<file path="src/rtl/grev_unit.sv">
module grev_unit #(
  parameter int XLEN = 64,
  parameter bit REG_OUT = 1'b1,
  localparam int LG = $clog2(XLEN)
) (
  input  logic            clk,
  input  logic            rst,
  input  logic            in_valid,
  input  logic [XLEN-1:0] operand,
  input  logic [XLEN-1:0] ctl_reg,
  input  logic [LG-1:0]   ctl_imm,
  input  logic            use_imm,
  input  logic            word_mode,
  input  logic            record,
  input  logic            so_in,
  output logic            out_valid,
  output logic [XLEN-1:0] result,
  output logic [3:0]      cr,
  output logic            cr_valid
);
  localparam int H = XLEN / 2;

  function automatic logic [XLEN-1:0] swap_blocks(input logic [XLEN-1:0] x, input int k);
    logic [XLEN-1:0] y;
    for (int i = 0; i < XLEN; i++) y[i] = x[i ^ (1 << k)];
    return y;
  endfunction

  logic [LG-1:0]   ctl;
  logic [XLEN-1:0] stg [0:LG];
  logic [XLEN-1:0] res_c;
  logic [3:0]      cr_c;
  logic            neg, zero;

  assign ctl    = use_imm ? ctl_imm : ctl_reg[LG-1:0];
  assign stg[0] = operand;

  for (genvar k = 0; k < LG; k++) begin : g_stage
    logic act;
    assign act        = ctl[k] & (~word_mode | (k < LG - 1));
    assign stg[k + 1] = act ? swap_blocks(stg[k], k) : stg[k];
  end

  assign res_c = word_mode ? {{(XLEN - H){1'b0}}, stg[LG][H-1:0]} : stg[LG];
  assign neg   = res_c[XLEN-1];
  assign zero  = (res_c == '0);
  assign cr_c  = record ? {neg, ~neg & ~zero, zero, so_in} : 4'b0000;

  if (REG_OUT) begin : g_reg
    always_ff @(posedge clk) begin
      if (rst) begin
        out_valid <= 1'b0;
        result    <= '0;
        cr        <= 4'b0000;
        cr_valid  <= 1'b0;
      end else begin
        out_valid <= in_valid;
        if (in_valid) begin
          result   <= res_c;
          cr       <= cr_c;
          cr_valid <= record;
        end
      end
    end

    AST_VALID_LATENCY: assert property (@(posedge clk) disable iff (rst)
      out_valid == $past(in_valid)) else $error("valid latency");
    AST_WORD_UPPER_ZERO: assert property (@(posedge clk) disable iff (rst)
      in_valid && word_mode |=> result[XLEN-1:H] == '0) else $error("upper half");
    AST_CR_GATED: assert property (@(posedge clk) disable iff (rst)
      in_valid |=> cr_valid == $past(record)) else $error("cr valid");
    AST_CR_ONE_FLAG: assert property (@(posedge clk) disable iff (rst)
      cr_valid |-> $countones(cr[3:1]) == 1) else $error("cr flags");
    AST_CR_EQ_ZERO: assert property (@(posedge clk) disable iff (rst)
      cr_valid |-> cr[1] == (result == '0)) else $error("eq flag");
    AST_HOLD_IDLE: assert property (@(posedge clk) disable iff (rst)
      !in_valid |=> $stable(result)) else $error("hold");
  end else begin : g_comb
    assign out_valid = in_valid;
    assign result    = res_c;
    assign cr        = cr_c;
    assign cr_valid  = record;
  end
endmodule

</file>
<file path="config.mk">
export PLATFORM = sky130hd
export DESIGN_NAME = grev_unit
export DESIGN_NICKNAME = d
export VERILOG_FILES = /design/src/rtl/grev_unit.sv
export SDC_FILE = /design/constraint.sdc
export NUM_CORES = 1
export LEC_CHECK = 0
export BUFFER_PORTS_ARGS = -buffer_cell sky130_fd_sc_hd__buf_2
export CORE_ASPECT_RATIO = 0.5
export CORE_UTILIZATION = 50
export CTS_BUF_LIST = sky130_fd_sc_hd__clkbuf_4
export CTS_CLUSTER_DIAMETER = 30
export DETAILED_ROUTE_END_ITERATION = 8
export GPL_TIMING_DRIVEN = 0
export PLACE_DENSITY = 0.77
export SLEW_MARGIN = 20
export SYNTH_ARGS = -nofsm -noshare
export SYNTH_HDL_FRONTEND = slang
export SYNTH_SLANG_ARGS = --single-unit
</file>
<file path="constraint.sdc">
create_clock -name clk -period 6.39 [get_ports clk]
set_clock_uncertainty 0.1 [all_clocks]
set_input_delay 0.639 -clock clk [delete_from_list [all_inputs] [get_ports clk]]
set_output_delay 0.639 -clock clk [all_outputs]
set_load 0.005 [all_outputs]
</file>
; Word level (Yosys, flattened, before mapping)
; Index checks and enable logic that the tools add are counted.
[word_totals]
ff_bits = 70
input_bits = 141
out_inout_bits = 70
[op_classes]
muxes = 9
bitwise = 5
reduce_logical = 1
[ops]
columns = op, n
row1 = 2-to-1 mux 64 bit, 7
row2 = logical NOT 64 bit, 1
row3 = 2-to-1 mux 6 bit, 1
row4 = 2-to-1 mux 4 bit, 1
row5 = inverter 1 bit, 3
row6 = bitwise AND 1 bit, 2

; Logic depth before layout (Yosys ltp)
; Gate-level depths: netlist of run 1.
[depth]
word_depth = 12
mapped_depth = 14
depth_no_buf = 11

; Worst setup path before layout of run 1
; OpenSTA, ideal clock, no wires.
[synth_timing]
path_type = input to register
startpoint = input use_imm
endpoint = register cr[2]
t_arrival_ns = 3.655
t_required_ns = 6.173
path_slack_ns = 2.517
cell_stages = 14
path_cell_list = mux2i_1 buf_6 buf_6 buf_8 mux2i_4 a22oi_2 nand3_1 o21ai_1 mux2_4 nor4b_2 a41oi_1 or4_1 or4_1 a32o_1
[synth_via]
elab_chain_cells = 12
[synth_lines]
columns = element, line_no
row1 = "start, declared", 12  ; input logic use_imm,
row2 = 2-to-1 mux 6 bit (*), 35  ; assign ctl = use_imm ? ctl_imm : ctl_reg[LG-1:0];
row3 = 2-to-1 mux 64 bit (5 in a row), 41  ; assign stg[k + 1] = act ? swap_blocks(stg[k], k) : stg[k];
row4 = 2-to-1 mux 64 bit (*), 41
row5 = 2-to-1 mux 64 bit (*), 44  ; assign res_c = word_mode ? {{(XLEN - H){1'b0}}, stg[LG][H-1:0]} : stg[LG];
row6 = logical NOT 64 bit, 46  ; assign zero = (res_c == '0);
row7 = inverter 1 bit, 47  ; assign cr_c = record ? {neg, ~neg & ~zero, zero, so_in} : 4'b0000;
row8 = bitwise AND 1 bit (*), 47
row9 = 2-to-1 mux 4 bit (*), 47
row10 = "end signal, assigned", 60  ; cr <= cr_c;
row11 = "end, declared", 18  ; output logic [3:0] cr,
; Every way passes the cells marked *; elsewhere a longest branch is shown, timed or not.
; A chain may end at the register's enable or synchronous reset.

; Final worst setup path of run 1
; Same ends and word-level chain as after synthesis.

==> tab_implementation.tex, run 1 <==
\begin{tabular}{lr}
\hline
Metric & Value \\
\hline
\multicolumn{2}{l}{\textbf{Hold path}} \\
\quad Worst min-delay path category & reg -> reg \\
\multicolumn{2}{l}{\textbf{Global route}} \\
\quad Pin count of the biggest net entering global routing & 14 \\
\quad Busiest layer in global routing & met2 \\
\quad Global-route track usage on met1 & 0.632 \\
\quad Met3 usage & 0.180 \\
\quad First-pass GRT wire length & 53600 um \\
\quad Total overflow reported by the global router & 0 \\
\quad Met2 Resource Use GR & 0.682 \\
\quad Number of antenna violations at the first check in global routing & 0 \\
\quad Vias in the first global route & between 8000 and 9000 \\
\quad Total routing usage reported by global routing & 0.466 \\
\multicolumn{2}{l}{\textbf{Clock network}} \\
\quad CTS tree & done \\
\quad TritonCTS Buffers & 9 \\
\quad Clock-pin slew on the worst setup and hold paths & approximately 0.12 ns \\
\quad CTS Sinks & 70 \\
\quad Post-CTS setup repair buffer count & 0 \\
\quad Clock root buffer & clkbuf\_4 \\
\quad Post-cts sizing count & 0 \\
\quad Hold-fix buffers at CTS & 0 \\
\quad CTS Buffer Depth & 2 \\
\quad Max H-tree Level & 3 \\
\quad Clock insertion delay at the later pin of the skew report & approximately 0.43 ns \\
\multicolumn{2}{l}{\textbf{Yosys}} \\
\quad Compound-gate portion of the synthesized area & 0.348 \\
\quad Register bit total from synthesis & 70 \\
\quad Warning count from the yosys run & 0 \\
\quad Post-synthesis share of cell area spent on and, or, nand and nor gates & 0.237 \\
\quad Net Count, Synth & between 1000 and 1500 \\
\quad Post-Synthesis Cell Area & between 7000 and 8000 sq um \\
\quad Share of synthesized area occupied by flip-flops and latches & 0.190 \\
\quad XOR/XNOR share of the synthesized area & 0 \\
\quad Gate count after technology mapping & approximately 1000 \\
\quad Avg Cell Area, Syn & a little over 7 sq um \\
\quad Distinct cell type count of the synthesized netlist & 66 \\
\quad Most used flip-flop cell after synthesis & dfxtp\_1 \\
\quad Adder-Cell Fraction of Synth Area & 0 \\
\quad Proportion of synthesized flip-flops having asynchronous set or reset & 0 \\
\quad Number of enable flip-flop cells after synthesis & 0 \\
\quad Combinational family with the most area after synthesis & compound AO/OA/AOI/OAI gates \\
\quad Fraction of synthesized area in multiplexers & 0.150 \\
\multicolumn{2}{l}{\textbf{Drt}} \\
\quad Remaining design rule violation count & 0 \\
\quad Post-detailed-route count of antenna-violating nets & 0 \\
\quad Routed wire length & about 36000 um \\
\quad Average wire per cell in the routed design & around 26 um \\
\quad Number of vias after detailed routing & $\sim$10000 \\
\quad Violation count after the first detailed-routing iteration & between 1500 and 2000 \\
\quad First drt pass iteration count & 8 \\
\quad Average vias per placed instance & approximately 7.3 \\
\multicolumn{2}{l}{\textbf{Power and ir drop}} \\
\quad Switching part of the total power & 0.495 \\
\quad Proportion of power drawn by the clock network & 0.161 \\
\quad Sw power & 887 uW \\
\quad Leakage dissipation & approximately 3.6 nW \\
\quad Pwr dens & 211 nW/um\^{}2 \\
\quad Maximum vdd ir drop & 0.000106 V \\
\quad Sequential share of power & 0.275 \\
\quad Int Power & 905 uW \\
\quad Combinational Power Share & 0.564 \\
\multicolumn{2}{l}{\textbf{Critical path}} \\
\quad Startpoint types & primary input \\
\quad Type of the worst setup path & in -> reg \\
\quad Sort of element at the end of the critical path & flip-flop \\
\quad Crit path max fanout & 10 \\
\quad Critical path required time & between 6 and 7 ns \\
\quad Crit path arrival time & just under 5 ns \\
\multicolumn{2}{l}{\textbf{STA}} \\
\quad Worst Hold Slack & about 0.37 ns \\
\quad RSZ-0062 raised after global routing & false \\
\quad Summed negative setup slack over all endpoints & 0 ns \\
\quad Count of pins over their slew limit & 0 \\
\quad Actual transition at the worst max-transition pin & between 0.9 and 1 ns \\
\quad Hold violation total from the final report & 0 \\
\quad Clock period minus final worst setup slack & 4.60 ns \\
\quad Final worst setup slack & approximately 1.8 ns \\
\quad Worst slew slack as a fraction of its limit & 0.329 \\
\quad Max Freq & around 220 MHz \\
\quad Final worst-path cycle share & 0.720 \\
\quad Final setup violation count & 0 \\
\multicolumn{2}{l}{\textbf{Floorplan}} \\
\quad Width of the die & approximately 170 um \\
\quad Die area & $\sim$15000 sq um \\
\quad Starting Density & 0.528 \\
\quad Site row count & 30 \\
\quad CORE AREA & 14000 sq um \\
\quad Die extent in y & 87.8 um \\
\quad Num ports & roughly 210 \\
\multicolumn{2}{l}{\textbf{Finish}} \\
\quad Nets & 1317 \\
\quad Fillcell total & around 1400 \\
\quad Final instance count without filler cells & $\sim$1400 \\
\quad Number of diodes added for antenna fixing & 0 \\
\quad Fraction of layout cells with a size suffix above 1 & 0.207 \\
\quad Area grow syn2layout & 15.4\% \\
\multicolumn{2}{l}{\textbf{Placement}} \\
\quad DPL Wire Length & 28600 um \\
\quad Placer congestion estimate & about 1.1 \\
\quad Port buffer count & about 150 \\
\quad Cells after DPL & approximately 1400 \\
\quad Minimum setup slack after placement & around 1.5 ns \\
\multicolumn{2}{l}{\textbf{Flow run}} \\
\quad Max-cap violations & 0 \\
\multicolumn{2}{l}{\textbf{Outcome}} \\
\quad Outcome & completed \\
\hline
\end{tabular}
==> registers in the layout, summed over array words and instances, names as in the netlist <==
name and flops:
out_valid 1, cr_valid 1, cr 4, result 64
==> synth_stat cells, types with 9 or more instances <==
cell      count  area [sq um]
a211oi_1     19           143
nand2_1      95           357
o22ai_1      48           300
buf_6        13           146
nor2_1      128           480
clkbuf_1     47           176
mux2i_1      87           871
dfxtp_1      70          1400
a22oi_1     139          1040
nand4_1      13          81.3
buf_1         9          33.8
o21ai_0      51           255
o211ai_1     15           113
nor3_1       28           140
nand3_1      96           480
buf_2        17          85.1
a21oi_1      21           105
==> worst paths after layout <==
check | start | endpoint | slack [ns] | cells past startpoint
max reg2reg | result[30]$_SDFFE_PP0P_ | result[30]$_SDFFE_PP0P_ | 5.48 | 2
max | use_imm | cr[2]$_SDFFE_PP0P_ | 1.79 | 14
min | cr[3]$_SDFFE_PP0P_ | cr[3]$_SDFFE_PP0P_ | 0.37 | 2
min reg2reg | cr[3]$_SDFFE_PP0P_ | cr[3]$_SDFFE_PP0P_ | 0.37 | 2
==> power by group through the flow <==
stage / clock (mW) / combinational (mW) / sequential, mW
finish: 0.289 / 1.01 / 0.493
global route: 0.311 / 1.04 / 0.497
CTS: 0.288 / 0.935 / 0.492
detailed placement: 0 / 0.933 / 0.502
global placement: 0 / 0.923 / 0.500
floorplan: 0 / 0.586 / 0.503
==> logic make-up after synthesis <==
kind of cell / after synthesis
AO/OA/AOI/OAI: 354
buffers and inverters: 100
flip-flops: 70
AND/OR/NAND/NOR: 388
multiplexers: 102
==> stage by stage <==
| step | power (mW) | cell area [sq um] | utilization |
|---|---|---|---|
| floorplan | 1.09 | 7370 | - |
| global placement | 1.42 | 8370 | 0.599 |
| detailed placement | 1.43 | 8370 | 0.599 |
| CTS | 1.72 | 8510 | 0.609 |
| global route | 1.85 | 8510 | 0.609 |
| finish | 1.79 | 8510 | 0.609 |
==> per-layer routing <==
layer,vias up,routed length (um)
li1,4258,-
met1,4576,14100
met2,1039,13900
met3,145,6920
met4,0,1230
met5,-,0
==> cells in the final DEF (no fill, tap or decap), types with 5 or more instances in the layout <==
| cell | count |
|---|---|
| nor2_1 | 128 |
| nand2_2 | 5 |
| mux2i_2 | 6 |
| clkbuf_1 | 47 |
| a311oi_1 | 7 |
| o22ai_1 | 48 |
| o211ai_1 | 15 |
| buf_1 | 9 |
| dfxtp_1 | 70 |
| buf_6 | 13 |
| nand2_1 | 95 |
| a21oi_1 | 21 |
| a211oi_1 | 19 |
| o221ai_1 | 7 |
| inv_1 | 5 |
| o21ai_0 | 51 |
| nor3_1 | 28 |
| nand3_1 | 96 |
| nand4_1 | 13 |
| a22oi_1 | 139 |
| clkbuf_4 | 9 |
| buf_2 | 168 |
| mux2i_1 | 87 |
==> final cells by class <==
class / instances / area, sq um / share of cell area
multi-input cells: 844 / 5410 / 0.636
repair buffers: 151 / 756 / 0.0888
plain buffers: 93 / 529 / 0.0622
flip-flops and latches: 70 / 1400 / 0.165
clock inverters: 7 / 73.8 / 0.00868
clock buffers: 9 / 67.6 / 0.00794
well taps: 192 / 240 / 0.0282
inverters: 7 / 26.3 / 0.00309
==> worst max-delay path, cell delays in order <==
cell and delay [ns]:
buf_2 0.11, mux2i_1 0.22, buf_6 0.20, buf_4 0.26
mux2i_1 0.56, a22oi_1 0.26, nand3_1 0.15, o21ai_0 0.10
nor2_1 0.49, a32oi_1 0.15, a2111o_1 0.41, or4_1 0.45
or4_1 0.57, a32o_1 0.24
Power figures use the tool's default switching activity.
==> run 2, diff against run 1 <==
clock period = 4.47 ns   (was 6.39 ns; I/O delays follow)
==> tab_implementation.tex, run 2 (synthesis gave the netlist of run 1 again) <==
\begin{tabular}{lr}
\hline
Metric & Value \\
\hline
\multicolumn{2}{l}{\textbf{Outcome}} \\
\quad Outcome & completed (unchanged) \\
\multicolumn{2}{l}{\textbf{Floorplan}} \\
\quad CORE AREA & 14000 sq um (unchanged) \\
\quad Die extent in y & 87.8 um (unchanged) \\
\quad Die area & 15300 sq um (unchanged) \\
\quad Starting Density & 0.528 (unchanged) \\
\quad Num ports & 211 (unchanged) \\
\quad Width of the die & 174 um (unchanged) \\
\quad Site row count & 30 (unchanged) \\
\multicolumn{2}{l}{\textbf{STA}} \\
\quad Max Freq & roughly 230 MHz \\
\quad Hold violation total from the final report & 0 (unchanged) \\
\quad Count of pins over their slew limit & 0 (unchanged) \\
\quad RSZ-0062 raised after global routing & false (unchanged) \\
\quad Final setup violation count & 0 (unchanged) \\
\quad Final worst setup slack & 0.117 ns (was 1.79 ns) \\
\quad Final worst-path cycle share & 0.974 \\
\quad Worst slew slack as a fraction of its limit & 0.311 (was 0.329) \\
\quad Actual transition at the worst max-transition pin & 1.02 ns (was 0.996 ns) \\
\quad Clock period minus final worst setup slack & roughly 4.4 ns \\
\multicolumn{2}{l}{\textbf{Placement}} \\
\quad Minimum setup slack after placement & -0.210 ns (was 1.52 ns) \\
\quad Area of placed instances & 8370 sq um (unchanged) \\
\quad Placer congestion estimate & 1.14 (unchanged) \\
\quad Port buffer count & 151 (unchanged) \\
\quad DPL Wire Length & 28600 um (unchanged) \\
\multicolumn{2}{l}{\textbf{Clock network}} \\
\quad TritonCTS Buffers & 9 (unchanged) \\
\quad CTS tree & done (unchanged) \\
\quad Clock insertion delay at the later pin of the skew report & 0.42 ns (was 0.43 ns) \\
\quad Clock root buffer & clkbuf\_4 (unchanged) \\
\quad Max H-tree Level & 3 (unchanged) \\
\quad Post-CTS setup repair buffer count & 0 (unchanged) \\
\quad CTS Buffer Depth & 2 (unchanged) \\
\quad Clock-pin slew on the worst setup and hold paths & 0.12 ns (about the same) \\
\quad CTS Sinks & 70 (unchanged) \\
\multicolumn{2}{l}{\textbf{Finish}} \\
\quad Utilization after layout & 0.610 (was 0.609) \\
\quad Post-route cell area & 8520 sq um (was 8510 sq um) \\
\quad Largest registers & result (64), cr (4) (unchanged) \\
\quad Number of diodes added for antenna fixing & 0 (unchanged) \\
\quad Nets & 1317 (unchanged) \\
\quad Multi-input logic area & 5420 sq um (was 5410 sq um) \\
\quad Storage element area & 1400 sq um (unchanged) \\
\quad Register bank with the most flops & result (unchanged) \\
\quad Area grow syn2layout & 15.6\% (was 15.4\%) \\
\quad Fillcell total & 1347 (was 1350) \\
\quad Flip-flop count of the largest register, all copies and words added & 64 (unchanged) \\
\quad Most frequent cells in the layout & buf\_2, a22oi\_1, nor2\_1 (unchanged) \\
\quad Most common cell after layout, fill and taps aside & buf\_2 (unchanged) \\
\quad Fraction of layout cells with a size suffix above 1 & 0.209 (was 0.207) \\
\multicolumn{2}{l}{\textbf{Power and ir drop}} \\
\quad Maximum vdd ir drop & 0.000151 V (was 0.000106 V) \\
\quad Total power & 2.56 mW (was 1.79 mW) \\
\quad Sequential share of power & 0.275 (about the same) \\
\quad Sw power & 1.27 mW (was 887 uW) \\
\quad Proportion of power drawn by the clock network & 0.161 (about the same) \\
\quad Switching part of the total power & 0.494 (was 0.495) \\
\quad Pwr dens & 301 nW/um\^{}2 (was 211 nW/um\^{}2) \\
\quad Int Power & 1.30 mW (was 905 uW) \\
\quad Combinational Power Share & 0.564 (about the same) \\
\quad Leakage dissipation & 3.61 nW (was 3.62 nW) \\
\multicolumn{2}{l}{\textbf{Critical path}} \\
\quad Startpoint types & primary input (unchanged) \\
\quad Cell-by-cell trace of the critical path & buf\_2 -> buf\_6 -> o32ai\_4 -> buf\_6 -> buf\_2 -> a22oi\_1 -> nand3\_1 -> o21ai\_0 -> nor2\_1 -> a32oi\_1 -> a2111o\_1 -> or4\_1 -> or4\_1 -> a32o\_1 (was buf\_2 -> mux2i\_1 -> buf\_6 -> buf\_4 -> mux2i\_1 -> a22oi\_1 -> nand3\_1 -> o21ai\_0 -> nor2\_1 -> a32oi\_1 -> a2111o\_1 -> or4\_1 -> or4\_1 -> a32o\_1) \\
\quad Sort of element at the end of the critical path & flip-flop (unchanged) \\
\quad Critical path required time & 4.70 ns (was 6.63 ns) \\
\quad Crit path arrival time & 4.58 ns (was 4.84 ns) \\
\quad Worst stage delay on the critical path & 0.57 ns (about the same) \\
\quad Type of the worst setup path & in -> reg (unchanged) \\
\quad Library cell contributing the largest single delay on the critical path & or4\_1 (unchanged) \\
\quad Setup slack of the worst register-to-register path & 3.56 ns (was 5.48 ns) \\
\quad Crit path max fanout & 10 (unchanged) \\
\multicolumn{2}{l}{\textbf{Global route}} \\
\quad Total overflow reported by the global router & 0 (unchanged) \\
\quad Vias in the first global route & 8658 (unchanged) \\
\quad Pin count of the biggest net entering global routing & 14 (unchanged) \\
\quad First-pass GRT wire length & 53600 um (unchanged) \\
\quad Number of antenna violations at the first check in global routing & 0 (unchanged) \\
\quad Total routing usage reported by global routing & 0.466 (unchanged) \\
\multicolumn{2}{l}{\textbf{Drt}} \\
\quad Routed wire length & 36100 um (was 36200 um) \\
\quad Violation count after the first detailed-routing iteration & 2084 (was 1911) \\
\quad Number of vias after detailed routing & 9908 (was 10000) \\
\quad Remaining design rule violation count & 0 (unchanged) \\
\quad Post-detailed-route count of antenna-violating nets & 0 (unchanged) \\
\quad Average vias per placed instance & 7.22 (was 7.30) \\
\quad First drt pass iteration count & 7 (was 8) \\
\quad Average wire per cell in the routed design & 26.3 um (was 26.4 um) \\
\multicolumn{2}{l}{\textbf{Hold path}} \\
\quad Worst min-delay path category & in -> reg (was reg -> reg) \\
\multicolumn{2}{l}{\textbf{Flow run}} \\
\quad Max-cap violations & 0 (unchanged) \\
\hline
\end{tabular}
-- run 2: cell counts in the layout (fill, tap and decap cells not counted) --
No cell type changed its count.
-- run 2: power groups by stage --
stage	Sequential, mW	Combinational (mW)	Clock [mW]
after floorplan	0.720	0.838	0
after global placement	0.715	1.32	0
after detailed placement	0.717	1.33	0
after CTS	0.704	1.34	0.412
after global routing	0.711	1.49	0.445
final	0.705	1.44	0.412
-- run 2: path summary, 6_finish.rpt --
kind                                 from                 endpoint  cells after the start
hold / removal                      so_in       cr[0]$_SDFFE_PP0P_                      3
hold reg to reg        cr[3]$_SDFFE_PP0P_       cr[3]$_SDFFE_PP0P_                      2
setup reg to reg  result[30]$_SDFFE_PP0P_  result[30]$_SDFFE_PP0P_                      2
setup / recovery                  use_imm       cr[2]$_SDFFE_PP0P_                     14
-- run 2: per-layer routing --
layer / vias to the layer above / part of all wire / global-route usage
met4: 0 / 0.034 / 0.140
li1: 4254 / - / -
met1: 4511 / 0.39 / 0.632
met3: 137 / 0.19 / 0.180
met2: 1006 / 0.39 / 0.682
met5: - / 0 / 0
-- run 2: cell type report --
class / instances / area share
Multi-Input combinational cell: 844 / 0.637
Sequential cell: 70 / 0.165
Timing Repair Buffer: 151 / 0.0887
Buffer: 93 / 0.0621
Tap cell: 192 / 0.0282
Clock inverter: 7 / 0.00867
Clock buffer: 9 / 0.00793
Inverter: 7 / 0.00308
-- run 2: what timing repair did --
| item | in CTS | in global routing |
|---|---|---|
| hold buffers | 0 | 0 |
| gates resized for setup | 0 | 3 |
| endpoints found under the setup margin | 0 | 1 |
-- run 2: critical path: cells and delay by family --
family                 cells  cell delay (ns)
AOI/OAI and AO/OA          6             1.65
and+or+nand+nor            4             1.68
buffers and inverters      4             0.80
-- run 2: through the flow --
| stage | TNS [ns] | instances | hold WS (ns) |
|---|---|---|---|
| global placement | -0.156 | 1357 | 0.342 |
| CTS | 0 | 1373 | 0.205 |
| floorplan | 0 | 1014 | 0.353 |
| finish | 0 | 1373 | 0.211 |
| global route | 0 | 1373 | 0.202 |
| detailed placement | -0.210 | 1357 | 0.358 |
==> run 3, diff against run 2 <==
PLACE_DENSITY = 0.8   (was 0.77)
clock period = 3.9 ns   (was 4.47 ns; I/O delays follow)
==> tab_implementation.tex, run 3 (synthesis gave the netlist of run 1 again) <==
\begin{tabular}{lr}
\hline
Metric & Value \\
\hline
\multicolumn{2}{l}{\textbf{Outcome}} \\
\quad Failing checks & design-rule violations, negative setup slack \\
\quad Outcome & complete, but fails checks (was completed) \\
\multicolumn{2}{l}{\textbf{Critical path}} \\
\quad Reg-to-Reg Start & result[20]\$\_SDFFE\_PP0P\_ (was result[30]\$\_SDFFE\_PP0P\_) \\
\quad Startpoint types & primary input (unchanged) \\
\quad Setup crit end & cr[2]\$\_SDFFE\_PP0P\_ (unchanged) \\
\quad Worst flop-to-flop path endpoint & result[20]\$\_SDFFE\_PP0P\_ (was result[30]\$\_SDFFE\_PP0P\_) \\
\quad Crit path from & use\_imm (unchanged) \\
\quad Crit path max fanout & 10 (unchanged) \\
\quad Crit path arrival time & 4.17 ns (was 4.58 ns) \\
\quad Sort of element at the end of the critical path & flip-flop (unchanged) \\
\quad Type of the worst setup path & in -> reg (unchanged) \\
\quad Critical path required time & 4.13 ns (was 4.70 ns) \\
\quad Setup slack of the worst register-to-register path & 2.96 ns (was 3.56 ns) \\
\quad Register-to-Register Path Depth & 2 (unchanged) \\
\multicolumn{2}{l}{\textbf{Power and ir drop}} \\
\quad Pwr dens & 355 nW/um\^{}2 (was 301 nW/um\^{}2) \\
\quad Sequential share of power & 0.249 (was 0.275) \\
\quad Switching part of the total power & 0.477 (was 0.494) \\
\quad Maximum vdd ir drop & 0.000177 V (was 0.000151 V) \\
\quad Sw power & 1.55 mW (was 1.27 mW) \\
\quad Int Power & 1.70 mW (was 1.30 mW) \\
\quad Leakage dissipation & 3.74 nW (was 3.61 nW) \\
\quad Proportion of power drawn by the clock network & 0.189 (was 0.161) \\
\quad Combinational Power Share & 0.562 (was 0.564) \\
\multicolumn{2}{l}{\textbf{STA}} \\
\quad Final worst setup slack & -0.0375 ns (was 0.117 ns) \\
\quad Clock period minus final worst setup slack & around 3.9 ns \\
\quad Hold violation total from the final report & 0 (unchanged) \\
\quad Count of pins over their slew limit & 0 (unchanged) \\
\quad Final setup violation count & 1 (was 0) \\
\quad Final worst-path cycle share & 1.01 \\
\quad Max Freq & 254 MHz \\
\quad Summed negative setup slack over all endpoints & -0.0375 ns (was 0 ns) \\
\quad Worst slew slack as a fraction of its limit & 0.284 (was 0.311) \\
\quad Actual transition at the worst max-transition pin & 1.06 ns (was 1.02 ns) \\
\multicolumn{2}{l}{\textbf{Floorplan}} \\
\quad Site row count & 30 (unchanged) \\
\quad Width of the die & 174 um (unchanged) \\
\quad Num ports & 211 (unchanged) \\
\quad Die area & 15300 sq um (unchanged) \\
\quad CORE AREA & 14000 sq um (unchanged) \\
\quad Die extent in y & 87.8 um (unchanged) \\
\quad Starting Density & 0.528 (unchanged) \\
\multicolumn{2}{l}{\textbf{Clock network}} \\
\quad Clock-pin slew on the worst setup and hold paths & 0.12 ns (about the same) \\
\quad Hold-fix buffers at CTS & 0 (unchanged) \\
\quad Clock root buffer & clkbuf\_4 (unchanged) \\
\quad CTS Buffer Depth & 2 (unchanged) \\
\quad Max H-tree Level & 3 (unchanged) \\
\quad TritonCTS Buffers & 9 (unchanged) \\
\quad Clock insertion delay at the later pin of the skew report & 0.43 ns (was 0.42 ns) \\
\quad CTS Sinks & 70 (unchanged) \\
\quad CTS tree & done (unchanged) \\
\multicolumn{2}{l}{\textbf{Flow run}} \\
\quad Max-cap violations & 0 (unchanged) \\
\multicolumn{2}{l}{\textbf{Finish}} \\
\quad Largest registers & result (64), cr (4) (unchanged) \\
\quad Utilization after layout & 0.656 (was 0.610) \\
\quad Area grow syn2layout & 24.3\% (was 15.6\%) \\
\quad Fillcell total & 1200 (was 1347) \\
\quad Fraction of layout cells with a size suffix above 1 & 0.286 (was 0.209) \\
\quad Number of diodes added for antenna fixing & 0 (unchanged) \\
\quad Most common cell after layout, fill and taps aside & buf\_2 (unchanged) \\
\quad Nets & 1340 (was 1317) \\
\quad Register bank with the most flops & result (unchanged) \\
\quad Most frequent cells in the layout & buf\_2, a22oi\_1, nor2\_1 (unchanged) \\
\quad Flip-flop count of the largest register, all copies and words added & 64 (unchanged) \\
\multicolumn{2}{l}{\textbf{Drt}} \\
\quad Number of vias after detailed routing & 10500 (was 9908) \\
\quad Average wire per cell in the routed design & 28.1 um (was 26.3 um) \\
\quad Average vias per placed instance & 7.49 (was 7.22) \\
\quad Post-detailed-route count of antenna-violating nets & 0 (unchanged) \\
\quad Routed wire length & 39200 um (was 36100 um) \\
\quad Remaining design rule violation count & 2 (was 0) \\
\quad First drt pass iteration count & 9 (was 7) \\
\quad Violation count after the first detailed-routing iteration & 2065 (was 2084) \\
\multicolumn{2}{l}{\textbf{Placement}} \\
\quad Minimum setup slack after placement & -0.672 ns (was -0.210 ns) \\
\quad DPL Wire Length & 29600 um (was 28600 um) \\
\quad Placer congestion estimate & 1.14 (about the same) \\
\quad Port buffer count & 151 (unchanged) \\
\multicolumn{2}{l}{\textbf{Hold path}} \\
\quad Worst min-delay path category & in -> reg (unchanged) \\
\multicolumn{2}{l}{\textbf{Global route}} \\
\quad Total overflow reported by the global router & 0 (unchanged) \\
\quad Pin count of the biggest net entering global routing & 14 (unchanged) \\
\quad Number of antenna violations at the first check in global routing & 0 (unchanged) \\
\quad Total routing usage reported by global routing & 0.492 (was 0.466) \\
\quad Vias in the first global route & 9145 (was 8658) \\
\quad First-pass GRT wire length & 56600 um (was 53600 um) \\
\hline
\end{tabular}
==> run 3: through the flow <==
step | total power, mW | cell area, sq um | hold slack (ns) | cells
floorplan | 1.79 | 7370 | 0.353 | 1014
global placement | 2.35 | 8370 | 0.341 | 1357
detailed placement | 2.37 | 8370 | 0.352 | 1357
CTS | 3.00 | 8660 | 0.154 | 1377
global route | 3.32 | 9160 | 0.156 | 1396
finish | 3.26 | 9160 | 0.140 | 1396
==> run 3: final cells by class <==
type	instances	area [sq um]	share of cell area
buffer	93	564	0.0616
clock buffer	9	67.6	0.00737
clock inverter	7	121	0.0132
inverter	7	26.3	0.00287
multi-input combinational	844	5800	0.633
sequential	70	1400	0.153
tap	192	240	0.0262
timing repair buffer	174	946	0.103
==> run 3: how the worst min path moves through the flow <==
stage	start	end	slack (ns)	cells after the start
finish	so_in	cr[0]$_SDFFE_PP0P_	0.14	3
global route	so_in	cr[0]$_SDFFE_PP0P_	0.16	3
CTS	so_in	cr[0]$_SDFFE_PP0P_	0.15	3
detailed placement	result[42]$_SDFFE_PP0P_	result[42]$_SDFFE_PP0P_	0.35	2
global placement	cr_valid$_SDFFE_PP0P_	cr_valid$_SDFFE_PP0P_	0.34	2
floorplan	cr_valid$_SDFFE_PP0P_	cr_valid$_SDFFE_PP0P_	0.35	2
==> run 3: power groups by stage <==
stage	Sequential (mW)	Clock, mW	Combinational (mW)
2_1_floorplan	0.825	0	0.960
3_3_place_gp	0.819	0	1.53
3_5_place_dp	0.822	0	1.55
4_1_cts	0.807	0.608	1.59
5_1_grt	0.814	0.641	1.87
6_report	0.809	0.616	1.83
==> run 3: what timing repair did <==
item                       CTS  global route
buffers inserted             4            18
gates resized for setup     23            83
gates cloned                 0             1
setup endpoints to repair    1             3
hold endpoints to repair     0             0
pin swaps                    3             8
==> run 3: layer usage <==
layer / wire length (um) / GRT usage / part of all wire
met3: 7300 / 0.184 / 0.19
met4: 1790 / 0.156 / 0.046
met1: 15100 / 0.667 / 0.39
met2: 15000 / 0.720 / 0.38
met5: 0 / 0 / 0
==> run 3: worst max-delay path, cell delays in order <==
cell and delay [ns]:
buf_2 0.11, mux2i_1 0.22, buf_6 0.18, buf_6 0.25
mux2i_2 0.39, a22oi_1 0.17, nand2_2 0.23, mux4_2 0.32
o22ai_1 0.16, a2111o_1 0.47, or4_1 0.44, or4_1 0.57
a32o_1 0.24
